`config.mk`:
```
export PLATFORM = sky130hd
export DESIGN_NAME = dbg_acmd_seq
export DESIGN_NICKNAME = d
export VERILOG_FILES = /design/src/rtl/dbg_acmd_pkg.sv /design/src/rtl/dbg_acmd_check.sv /design/src/rtl/dbg_acmd_fsm.sv /design/src/rtl/dbg_acmd_args.sv /design/src/rtl/dbg_acmd_seq.sv
export SDC_FILE = /design/constraint.sdc
export NUM_CORES = 1
export LEC_CHECK = 0
export ABC_AREA = 1
export BUFFER_PORTS_ARGS = -buffer_cell sky130_fd_sc_hd__buf_2
export CAP_MARGIN = 20
export CORE_UTILIZATION = 53
export CTS_CLUSTER_SIZE = 40
export DETAILED_ROUTE_END_ITERATION = 6
export HOLD_SLACK_MARGIN = 0.02
export PLACE_DENSITY = 0.85
export SKIP_CTS_REPAIR_TIMING = 1
export SLEW_MARGIN = 5
export SYNTH_ARGS = -nofsm -noshare
export SYNTH_HDL_FRONTEND = slang
export SYNTH_HIERARCHICAL = 1
export SYNTH_SLANG_ARGS = --single-unit
export TNS_END_PERCENT = 20
```
`constraint.sdc`:
```
create_clock -name clk -period 6 [get_ports clk]
set_clock_uncertainty 0.1 [all_clocks]
set_input_delay 1.8 -clock clk [delete_from_list [all_inputs] [get_ports clk]]
set_output_delay 1.8 -clock clk [all_outputs]
set_load 0.01 [all_outputs]
```
`src/rtl/dbg_acmd_pkg.sv`:
```
package dbg_acmd_pkg;

    localparam logic [6:0] A_DATA_BASE = 7'h04;
    localparam logic [6:0] A_CTRL      = 7'h16;
    localparam logic [6:0] A_CMD       = 7'h17;

    localparam logic [2:0] ERR_NONE = 3'd0;
    localparam logic [2:0] ERR_BUSY = 3'd1;
    localparam logic [2:0] ERR_TYPE = 3'd2;
    localparam logic [2:0] ERR_ARG  = 3'd3;

    typedef enum logic [1:0] {
        ST_IDLE,
        ST_XFER,
        ST_PB_GO,
        ST_PB_WAIT
    } seq_state_e;

    // Packed view of a command word, most significant field first.
    typedef struct packed {
        logic [7:0]  ctype;
        logic [3:0]  size;
        logic        rsv;
        logic        postexec;
        logic        transfer;
        logic        write;
        logic [15:0] regno;
    } acmd_t;

    function automatic logic size_ok(input logic [3:0] sz, input int xlen);
        return (sz == 4'd2) || (sz == 4'd3 && xlen >= 64);
    endfunction

    function automatic logic regno_ok(input logic [15:0] r, input logic fpr);
        logic csr_hit, gpr_hit, fpr_hit;
        csr_hit = (r < 16'h1000);
        gpr_hit = (r >= 16'h1000) && (r <= 16'h101F);
        fpr_hit = fpr && (r >= 16'h1020) && (r <= 16'h103F);
        return csr_hit || gpr_hit || fpr_hit;
    endfunction

    // Number of 32-bit argument words a size code moves.
    function automatic int size_words(input logic [2:0] sz);
        return (sz == 3'd3) ? 2 : 1;
    endfunction

endpackage

```
`src/rtl/dbg_acmd_check.sv`:
```
module dbg_acmd_check
    import dbg_acmd_pkg::*;
#(
    parameter int XLEN    = 32,
    parameter int HAS_FPR = 1
) (
    input  logic [31:0] cmd_word,
    output logic        o_xfer,
    output logic        o_post,
    output logic        o_write,
    output logic [2:0]  o_size,
    output logic [15:0] o_regno,
    output logic [2:0]  o_err
);
    localparam logic FPR_EN = (HAS_FPR != 0);

    acmd_t c;

    always_comb begin
        c       = acmd_t'(cmd_word);
        o_xfer  = c.transfer;
        o_post  = c.postexec;
        o_write = c.write;
        o_size  = c.size[2:0];
        o_regno = c.regno;
        if (c.ctype != 8'd0) begin
            o_err = ERR_TYPE;
        end else if (c.transfer &&
                     (!size_ok(c.size, XLEN) || c.rsv || !regno_ok(c.regno, FPR_EN))) begin
            o_err = ERR_ARG;
        end else begin
            o_err = ERR_NONE;
        end
    end
endmodule

```
`src/rtl/dbg_acmd_fsm.sv`:
```
module dbg_acmd_fsm
    import dbg_acmd_pkg::*;
(
    input  logic        clk,
    input  logic        rst,
    input  logic        start,
    input  logic        start_xfer,
    input  logic        start_post,
    input  logic        start_write,
    input  logic [2:0]  start_size,
    input  logic [15:0] start_regno,
    input  logic        hreg_ack,
    input  logic        pb_done,
    output logic        busy,
    output logic        hreg_req,
    output logic        hreg_write,
    output logic [15:0] hreg_regno,
    output logic [2:0]  hreg_size,
    output logic        cap_en,
    output logic        pb_start
);
    seq_state_e  state_q;
    logic        post_q;
    logic        write_q;
    logic [2:0]  size_q;
    logic [15:0] regno_q;

    always_ff @(posedge clk) begin
        if (rst) begin
            state_q <= ST_IDLE;
            post_q  <= 1'b0;
            write_q <= 1'b0;
            size_q  <= '0;
            regno_q <= '0;
        end else begin
            case (state_q)
                ST_IDLE: begin
                    if (start) begin
                        post_q  <= start_post;
                        write_q <= start_write;
                        size_q  <= start_size;
                        regno_q <= start_regno;
                        state_q <= start_xfer ? ST_XFER : ST_PB_GO;
                    end
                end
                ST_XFER: begin
                    if (hreg_ack) state_q <= post_q ? ST_PB_GO : ST_IDLE;
                end
                ST_PB_GO:   state_q <= ST_PB_WAIT;
                ST_PB_WAIT: begin
                    if (pb_done) state_q <= ST_IDLE;
                end
                default: state_q <= ST_IDLE;
            endcase
        end
    end

    always_comb begin
        busy       = (state_q != ST_IDLE);
        hreg_req   = (state_q == ST_XFER);
        hreg_write = write_q;
        hreg_regno = regno_q;
        hreg_size  = size_q;
        cap_en     = (state_q == ST_XFER) && hreg_ack && !write_q;
        pb_start   = (state_q == ST_PB_GO);
    end

    assert_pb_pulse_R7: assert property (@(posedge clk) disable iff (rst)
        pb_start |=> !pb_start);

    assert_req_hold_R4: assert property (@(posedge clk) disable iff (rst)
        (hreg_req && !hreg_ack) |=> (hreg_req && $stable(hreg_regno) && $stable(hreg_write)));

    assert_pb_wait_busy_R8: assert property (@(posedge clk) disable iff (rst)
        (pb_start) |=> busy);
endmodule

```
`src/rtl/dbg_acmd_args.sv`:
```
module dbg_acmd_args
    import dbg_acmd_pkg::*;
#(
    parameter int XLEN = 32,
    localparam int NWORDS = XLEN / 32,
    localparam int IDX_W  = (NWORDS > 1) ? $clog2(NWORDS) : 1
) (
    input  logic             clk,
    input  logic             rst,
    input  logic             wr_en,
    input  logic [IDX_W-1:0] wr_idx,
    input  logic [31:0]      wr_data,
    input  logic             busy,
    input  logic             cap_en,
    input  logic [2:0]       size,
    input  logic [XLEN-1:0]  cap_data,
    output logic [XLEN-1:0]  data_q,
    output logic [XLEN-1:0]  xfer_wdata
);
    for (genvar w = 0; w < NWORDS; w++) begin : g_word
        localparam logic [IDX_W-1:0] MY_IDX = IDX_W'(w);

        always_ff @(posedge clk) begin
            if (rst) begin
                data_q[w*32 +: 32] <= '0;
            end else if (cap_en && (w < size_words(size))) begin
                data_q[w*32 +: 32] <= cap_data[w*32 +: 32];
            end else if (wr_en && !busy && wr_idx == MY_IDX) begin
                data_q[w*32 +: 32] <= wr_data;
            end
        end

        assign xfer_wdata[w*32 +: 32] = (w < size_words(size)) ? data_q[w*32 +: 32] : 32'd0;
    end

    assert_data_frozen_R11: assert property (@(posedge clk) disable iff (rst)
        (wr_en && busy && !cap_en) |=> $stable(data_q));
endmodule

```
`src/rtl/dbg_acmd_seq.sv`:
```
module dbg_acmd_seq
    import dbg_acmd_pkg::*;
#(
    parameter int XLEN    = 32,
    parameter int HAS_FPR = 1
) (
    input  logic            clk,
    input  logic            rst,
    input  logic            dbg_wr,
    input  logic [6:0]      dbg_addr,
    input  logic [31:0]     dbg_wdata,
    output logic [31:0]     dbg_rdata,
    output logic            hreg_req,
    output logic            hreg_write,
    output logic [15:0]     hreg_regno,
    output logic [2:0]      hreg_size,
    output logic [XLEN-1:0] hreg_wdata,
    input  logic            hreg_ack,
    input  logic [XLEN-1:0] hreg_rdata,
    output logic            pb_start,
    input  logic            pb_done
);
    localparam int NWORDS = XLEN / 32;
    localparam int IDX_W  = (NWORDS > 1) ? $clog2(NWORDS) : 1;
    localparam logic [6:0] A_DATA_END = A_DATA_BASE + 7'(NWORDS);

    logic            busy;
    logic [2:0]      err_q;
    logic            cmd_wr, cs_wr, data_wr, data_hit;
    logic [IDX_W-1:0] wr_idx;
    logic            c_xfer, c_post, c_write;
    logic [2:0]      c_size;
    logic [15:0]     c_regno;
    logic [2:0]      c_err;
    logic            start;
    logic            cap_en;
    logic [XLEN-1:0] data_q;

    assign data_hit = (dbg_addr >= A_DATA_BASE) && (dbg_addr < A_DATA_END);
    assign cmd_wr   = dbg_wr && (dbg_addr == A_CMD);
    assign cs_wr    = dbg_wr && (dbg_addr == A_CTRL);
    assign data_wr  = dbg_wr && data_hit;
    assign wr_idx   = IDX_W'(dbg_addr - A_DATA_BASE);

    dbg_acmd_check #(.XLEN(XLEN), .HAS_FPR(HAS_FPR)) u_check (
        .cmd_word (dbg_wdata),
        .o_xfer   (c_xfer),
        .o_post   (c_post),
        .o_write  (c_write),
        .o_size   (c_size),
        .o_regno  (c_regno),
        .o_err    (c_err)
    );

    assign start = cmd_wr && !busy && (err_q == ERR_NONE) && (c_err == ERR_NONE)
                   && (c_xfer || c_post);

    dbg_acmd_fsm u_fsm (
        .clk         (clk),
        .rst         (rst),
        .start       (start),
        .start_xfer  (c_xfer),
        .start_post  (c_post),
        .start_write (c_write),
        .start_size  (c_size),
        .start_regno (c_regno),
        .hreg_ack    (hreg_ack),
        .pb_done     (pb_done),
        .busy        (busy),
        .hreg_req    (hreg_req),
        .hreg_write  (hreg_write),
        .hreg_regno  (hreg_regno),
        .hreg_size   (hreg_size),
        .cap_en      (cap_en),
        .pb_start    (pb_start)
    );

    dbg_acmd_args #(.XLEN(XLEN)) u_args (
        .clk        (clk),
        .rst        (rst),
        .wr_en      (data_wr),
        .wr_idx     (wr_idx),
        .wr_data    (dbg_wdata),
        .busy       (busy),
        .cap_en     (cap_en),
        .size       (hreg_size),
        .cap_data   (hreg_rdata),
        .data_q     (data_q),
        .xfer_wdata (hreg_wdata)
    );

    always_ff @(posedge clk) begin
        if (rst) begin
            err_q <= ERR_NONE;
        end else if (cs_wr) begin
            err_q <= err_q & ~dbg_wdata[10:8];
        end else if (cmd_wr) begin
            if (busy) begin
                if (err_q == ERR_NONE) err_q <= ERR_BUSY;
            end else if (err_q == ERR_NONE && c_err != ERR_NONE) begin
                err_q <= c_err;
            end
        end
    end

    always_comb begin
        dbg_rdata = 32'd0;
        if (dbg_addr == A_CTRL) begin
            dbg_rdata = {19'd0, busy, 1'b0, err_q, 4'd0, 4'(NWORDS)};
        end else begin
            for (int w = 0; w < NWORDS; w++) begin
                if (dbg_addr == A_DATA_BASE + 7'(w)) dbg_rdata = data_q[w*32 +: 32];
            end
        end
    end

    assert_type_reject_R2: assert property (@(posedge clk) disable iff (rst)
        (cmd_wr && !busy && err_q == ERR_NONE && dbg_wdata[31:24] != 8'd0)
        |=> (err_q == ERR_TYPE && !busy));

    assert_busy_cmd_R9: assert property (@(posedge clk) disable iff (rst)
        (cmd_wr && busy) |=> (err_q != ERR_NONE));

    assert_err_blocks_R10: assert property (@(posedge clk) disable iff (rst)
        (cmd_wr && !busy && err_q != ERR_NONE) |=> (!busy && err_q == $past(err_q)));
endmodule

```
==> metrics, run 1 <==
status finished clean; Net Count, Synth 713; max cap viols 0; most common library cells after synthesis 174 x nand2_1, 127 x nor2_1, 64 x inv_1, 61 x buf_4, 58 x dfxtp_1; Synth Warn # 6; CTS Buf Count 9; pins over their slew limit 0; Post-synth EDFFs 0; pwr/cell area approximately 180 nW/um2; FMAX about 190 MHz; die area 7740 um2; ANT cells 0; vias in the first global route around 3,400; ys async rst share 0; GRT Total Usage 0.2550; worst-skew pair later-pin latency ~0.33 ns; total gr overflow 0; initial antenna violation count 0; cells after synthesis 637; Finished Layout Cells between 800 and 900; GPL Wtd Cong about 0.9; core area approximately 7000 um2; synthesized flop and latch total just under 60; routed wire length approximately 10 mm; Die Span Y slightly below 90 um; CTS tree yes; Setup WS pre-CTS slightly above 0.7 ns; Syn-to-layout area delta 11.98%; top-count cell post-synth nand2_1; Worst EP arrival ~3.4 ns; top cells by area, synth dfxtp_1 30%, nand2_1 17%, nor2_1 12%; sequential area share after synthesis 0.2964; minimum clock period approximately 5.3 ns; Max clock buf depth 2; Yosys top cell by area dfxtp_1; global-route wire length before repair approximately 15 mm; vias per inst between 4 and 5; share of cells above drive strength 1 0.2727; Initial Util 0.5611; DRC 0; boundary pin count between 150 and 200; post-route setup slack between 0.7 and 0.8 ns; Max H-tree Level 3; top_reg_cell synth dfxtp_1; Min-Delay Path Class reg -> reg; Synth top area share 0.2964; worst-margin pin slew roughly 0.99 ns; CP Capture Type output port; largest net degree at the start of global routing 97; post-synthesis cell area around 3900 um2; Tcrit/Tclk final 0.8812; Slew HR 0.3377; antenna viol nets, final 0; Final Setup Violations 0; Peak supply drop 0.09030 mV; Leak approximately 2.5 nW; hold slack roughly 0.37 ns; Port Buffers ~160; CTS clk-pin slew, worst paths ~0.060 ns; post-synth cell types 29; root buffer cell clkbuf_8; Crit Path Class in -> out; crit path max fanout 33; vias 4,025; CP startpoint kind input pin; Core Util, Final 0.6283; # clock sinks 58; die width between 80 and 90 um; Avg WL per Cell around 12 um; Final Hold Fails 0; Iteration-0 DRC Markers between 200 and 250; unrepaired setup endpoints after global routing no; cell count after placement around 810; Setup TNS Final 0 ns; DP Wirelength between 7 and 8 mm; placement row count 30; WP data required slightly above 4 ns; drt pass-1 iters 4; syn_area_per_cell 6.150 um2; final net count about 800
-- area by class of cell --
class / count / area [um2]
Sequential cell: 58 / 1161
Clock buffer: 11 / 131.4
Clock inverter: 5 / 55.05
Inverter: 67 / 256.5
Fill cell: 707 / 2595
Timing Repair Buffer: 163 / 820.8
Multi-Input combinational cell: 422 / 1842
Tap cell: 96 / 120.1
-- report_power, final --
group          internal, mW  total (mW)  leakage [nW]  switching [mW]
registers             0.385       0.386         0.467        0.000430
clock network         0.191       0.349        0.0893           0.159
logic                0.0275      0.0664          1.92          0.0389
-- sequential cells by signal, summed over array words and instances, names as in the netlist --
register          count
err_q                 3
u_args/data_q        32
u_fsm/hreg_regno     16
u_fsm/hreg_size       3
u_fsm/hreg_write      1
u_fsm/post_q          1
u_fsm/state_q         2
-- layer usage --
layer / GRT usage / part of all wire / up-vias
met2: 0.4376 / 0.48 / 178
met1: 0.3160 / 0.43 / 1773
met4: 0.1043 / 0.018 / 0
met3: 0.04336 / 0.076 / 19
li1: - / - / 2055
met5: 0 / 0 / -
-- worst paths after layout --
check	start	to	slack, ns	cells after the start
setup / recovery	dbg_addr[1]	dbg_rdata[10]	0.71	5
hold / removal	err_q[1]$_SDFFE_PP0P_	err_q[1]$_SDFFE_PP0P_	0.37	2
setup reg to reg	u_fsm/state_q[0]$_SDFFE_PP0P_	u_args/data_q[15]$_SDFFE_PP0P_	3.66	8
hold reg to reg	err_q[1]$_SDFFE_PP0P_	err_q[1]$_SDFFE_PP0P_	0.37	2
-- through the flow --
step                      power (mW)  instance area [um2]
after floorplan               0.4339                 3918
after global placement        0.4594                 4200
after detailed placement      0.4604                 4200
after CTS                     0.8044                 4387
after global routing          0.8263                 4387
final                         0.8014                 4387
-- cells in the final DEF, fill, tap and decap left out, types with 2 or more instances in the layout --
master and instances:
a21oi_1 34, buf_2 161, buf_4 2, clkbuf_1 2, clkbuf_8 9, clkinv_2 2, clkinvlp_4 2, dfxtp_1 58
inv_1 64, inv_4 2, nand2_1 174, nand3_1 36, nand3_2 9, nand4_1 3, nor2_1 127, nor2_2 2
nor2_4 2, o21ai_0 15, o21ai_1 8, o22ai_1 4
-- logic make-up (layout without fill, tap and decap cells) --
logic type,after synthesis,in the layout,synth area share
other,1,1,0.0009572
DFF,58,58,0.2964
and+or+nand+nor,360,360,0.3884
buffers and inverters,157,246,0.2351
AOI/OAI and AO/OA,61,61,0.07921
-- critical path, stage by stage --
cell and delay, ns:
buf_2 0.10, nor2_1 0.17, nand4_2 0.67, o22ai_1 0.45
buf_2 0.18
(Power assumes the default switching activity.)
==> run 2: changes to the inputs <==
--- a/config.mk
+++ b/config.mk
@@ -5,14 +5,13 @@
 export SDC_FILE = /design/constraint.sdc
 export NUM_CORES = 1
 export LEC_CHECK = 0
-export ABC_AREA = 1
 export BUFFER_PORTS_ARGS = -buffer_cell sky130_fd_sc_hd__buf_2
 export CAP_MARGIN = 20
-export CORE_UTILIZATION = 53
+export CORE_UTILIZATION = 52
 export CTS_CLUSTER_SIZE = 40
 export DETAILED_ROUTE_END_ITERATION = 6
 export HOLD_SLACK_MARGIN = 0.02
-export PLACE_DENSITY = 0.85
+export PLACE_DENSITY = 0.84
 export SKIP_CTS_REPAIR_TIMING = 1
 export SLEW_MARGIN = 5
 export SYNTH_ARGS = -nofsm -noshare
==> metrics, run 2 <==
Initial Util 0.5459 (-0.01521); worst-skew pair later-pin latency 0.32 ns (about the same); combinational fraction of design power 0.091 (+0.008); worst-margin pin slew 0.9552 ns (-0.03727 ns); Max H-tree Level 3 (unchanged); initial antenna violation count 0 (unchanged); largest net degree at the start of global routing 57 (-41%); max reg flops 32 (unchanged); CP top delay family simple AND/OR/NAND/NOR gates; Peak supply drop 0.1135 mV (+26%); cell internal pwr 583.1 uW (-3.4%); DP Wirelength 6.766 mm (-5.6%); final net count 557 (-30%); CP bufs+invs 3 (+1); filler instances 582 (-18%); CP cell instances buf_2 > nor4b_4 > and3_1 > buf_4 > and2_2 > buf_2; max cap viols 0 (unchanged); Slew HR 0.3632 (+0.02557); # clock sinks 58 (unchanged); Sw Ratio 0.2340 (-0.01289); Die Span Y 86.92 um (-1.2%); Avg WL per Cell 15.72 um (+30%); global-route wire length before repair 13.53 mm (-12%); Min-Delay Path Class reg -> reg; CP Capture Type output port; Port Buffers 161 (unchanged); Finished Layout Cells 579 (-30%); Reg area 1161 um2 (unchanged); cell count after placement 566 (-30%); drt pass-1 iters 4 (unchanged); placed cell area 4073 um2 (-3.0%); Top cell by count, worst path buf_2; post-synthesis cell area 3750 um2 (-4.3%); most frequent cells in the layout 161 x buf_2, 58 x dfxtp_1, 53 x mux2i_1; Post-synth EDFFs 0 (unchanged); CTS clk-pin slew, worst paths 0.06 ns (about the same); syn_area_per_cell 9.715 um2 (+58%); slowest stage delay, CP 0.41 ns (-0.26 ns); WP data required 4.10 ns (about the same); ANT cells 0 (unchanged); Yosys top cell by area dfxtp_1; minimum clock period 5.138 ns (-0.1487 ns); root buffer cell clkbuf_8; post-synth cell types 44 (+52%); status finished clean; cells after synthesis 386 (-39%); CP startpoint kind input pin; fin area 4232 um2 (-3.5%); Slowest-stage cell, CP nor4b_4; Synth Warn # 6 (unchanged); top cells by area, synth dfxtp_1 31%, mux2i_1 14%, buf_4 12%; Syn-to-layout area delta 12.85%; boundary pin count 162 (unchanged); routed wire length 9.102 mm (-8.4%); top_reg_cell synth dfxtp_1; Tcrit/Tclk final 0.8564 (-0.02478); Worst EP arrival 3.24 ns (-0.15 ns); GPL Wtd Cong 0.8165 (-8.2%); Setup TNS Final 0 ns (unchanged); Final Hold Fails 0 (unchanged); sw power 178.1 uW (-10%); share of cells above drive strength 1 0.4845 (+0.2117); FMAX 194.6 MHz (+2.9%); placement row count 30 (unchanged); vias in the first global route 2,764 (-19%); pins over their slew limit 0 (unchanged); Final Setup Violations 0 (unchanged); Iteration-0 DRC Markers 122 (-45%); Leak 1.824 nW (-26%); Crit Path Class in -> out; area of the multi-input gates 1941 um2 (+5.4%); CTS Buf Count 9 (unchanged); CTS tree yes; ys async rst share 0 (unchanged); die area 7555 um2 (-2.4%); vias per inst 5.223 (+6.7%); Most flops, register u_args/data_q; total gr overflow 0 (unchanged); most common cell after layout, fill and taps aside buf_2; crit path max fanout 24 (-27%); Synth top area share 0.3096 (+0.01325); Max clock buf depth 2 (unchanged); Flop pwr share 0.507 (+0.026); most common library cells after synthesis 58 x buf_4, 58 x dfxtp_1, 53 x mux2i_1, 44 x nand2b_1, 35 x nor3_1; synthesized flop and latch total 58 (unchanged); GRT Total Usage 0.2348 (-0.02025); antenna viol nets, final 0 (unchanged); Net Count, Synth 462 (-35%); die width 86.92 um (-1.2%); core area 6869 um2 (-1.6%); sequential area share after synthesis 0.3096 (+0.01325); DRC 0 (unchanged); clock power share 0.402 (-0.034); pwr/cell area 179.9 nW/um2 (-1.5%); vias 3,024 (-25%); unrepaired setup endpoints after global routing no
-- run 2: logic make-up after synthesis --
logic type,synth area share
buf+inv,0.1732
flops,0.3096
compound gates,0.1361
other cells,0.001000
simple gates,0.2386
mux,0.1415
-- run 2: worst paths after layout --
kind	startpoint	to	slack, ns	cells past startpoint
worst max register to register	u_fsm/state_q[0]$_SDFFE_PP0P_	u_args/data_q[14]$_SDFFE_PP0P_	3.41	4
worst max-delay path	dbg_addr[5]	dbg_rdata[21]	0.86	6
worst min-delay path	u_fsm/hreg_regno[8]$_SDFFE_PP0P_	u_fsm/hreg_regno[8]$_SDFFE_PP0P_	0.37	2
worst min register to register	u_fsm/hreg_regno[8]$_SDFFE_PP0P_	u_fsm/hreg_regno[8]$_SDFFE_PP0P_	0.37	2
-- run 2: per-stage QoR --
step	hold slack, ns	total power, mW	setup WS (ns)	utilization
finish	0.3692	0.7612	0.8616	0.6160
global route	0.3986	0.7920	0.7893	0.6160
CTS	0.3723	0.7695	0.8741	0.6160
detailed placement	0.3576	0.4631	0.8765	0.5929
global placement	0.3557	0.4616	0.9506	0.5929
floorplan	0.3490	0.4353	1.365	-
-- run 2: worst reg2reg max path, delay by kind of cell (launching register included) --
kind	cells	cell delay (ns)
simple gates	3	1.67
compound gates	1	0.18
flops	1	0.48
-- run 2: final cells by class --
type                       instances  share of cell area
sequential                        58              0.2744
multi-input combinational        244              0.4586
clock buffer                      13             0.03755
inverter                           2            0.001774
tap                               96             0.02839
timing repair buffer             166              0.1993
-- run 2: power groups by stage --
stage / registers, mW / logic, mW / clock network [mW]
after floorplan: 0.394 / 0.0409 / 0
after global placement: 0.395 / 0.0671 / 0
after detailed placement: 0.395 / 0.0686 / 0
after CTS: 0.386 / 0.0687 / 0.315
after global routing: 0.386 / 0.0748 / 0.331
final: 0.386 / 0.0692 / 0.306
-- run 2: per-layer routing --
metal | vias up | part of all wire | GRT usage
met5 | - | 0 | 0
met4 | 0 | 0.0078 | 0.08182
met3 | 10 | 0.057 | 0.05972
met2 | 105 | 0.49 | 0.3815
met1 | 1427 | 0.45 | 0.3019
li1 | 1482 | - | -
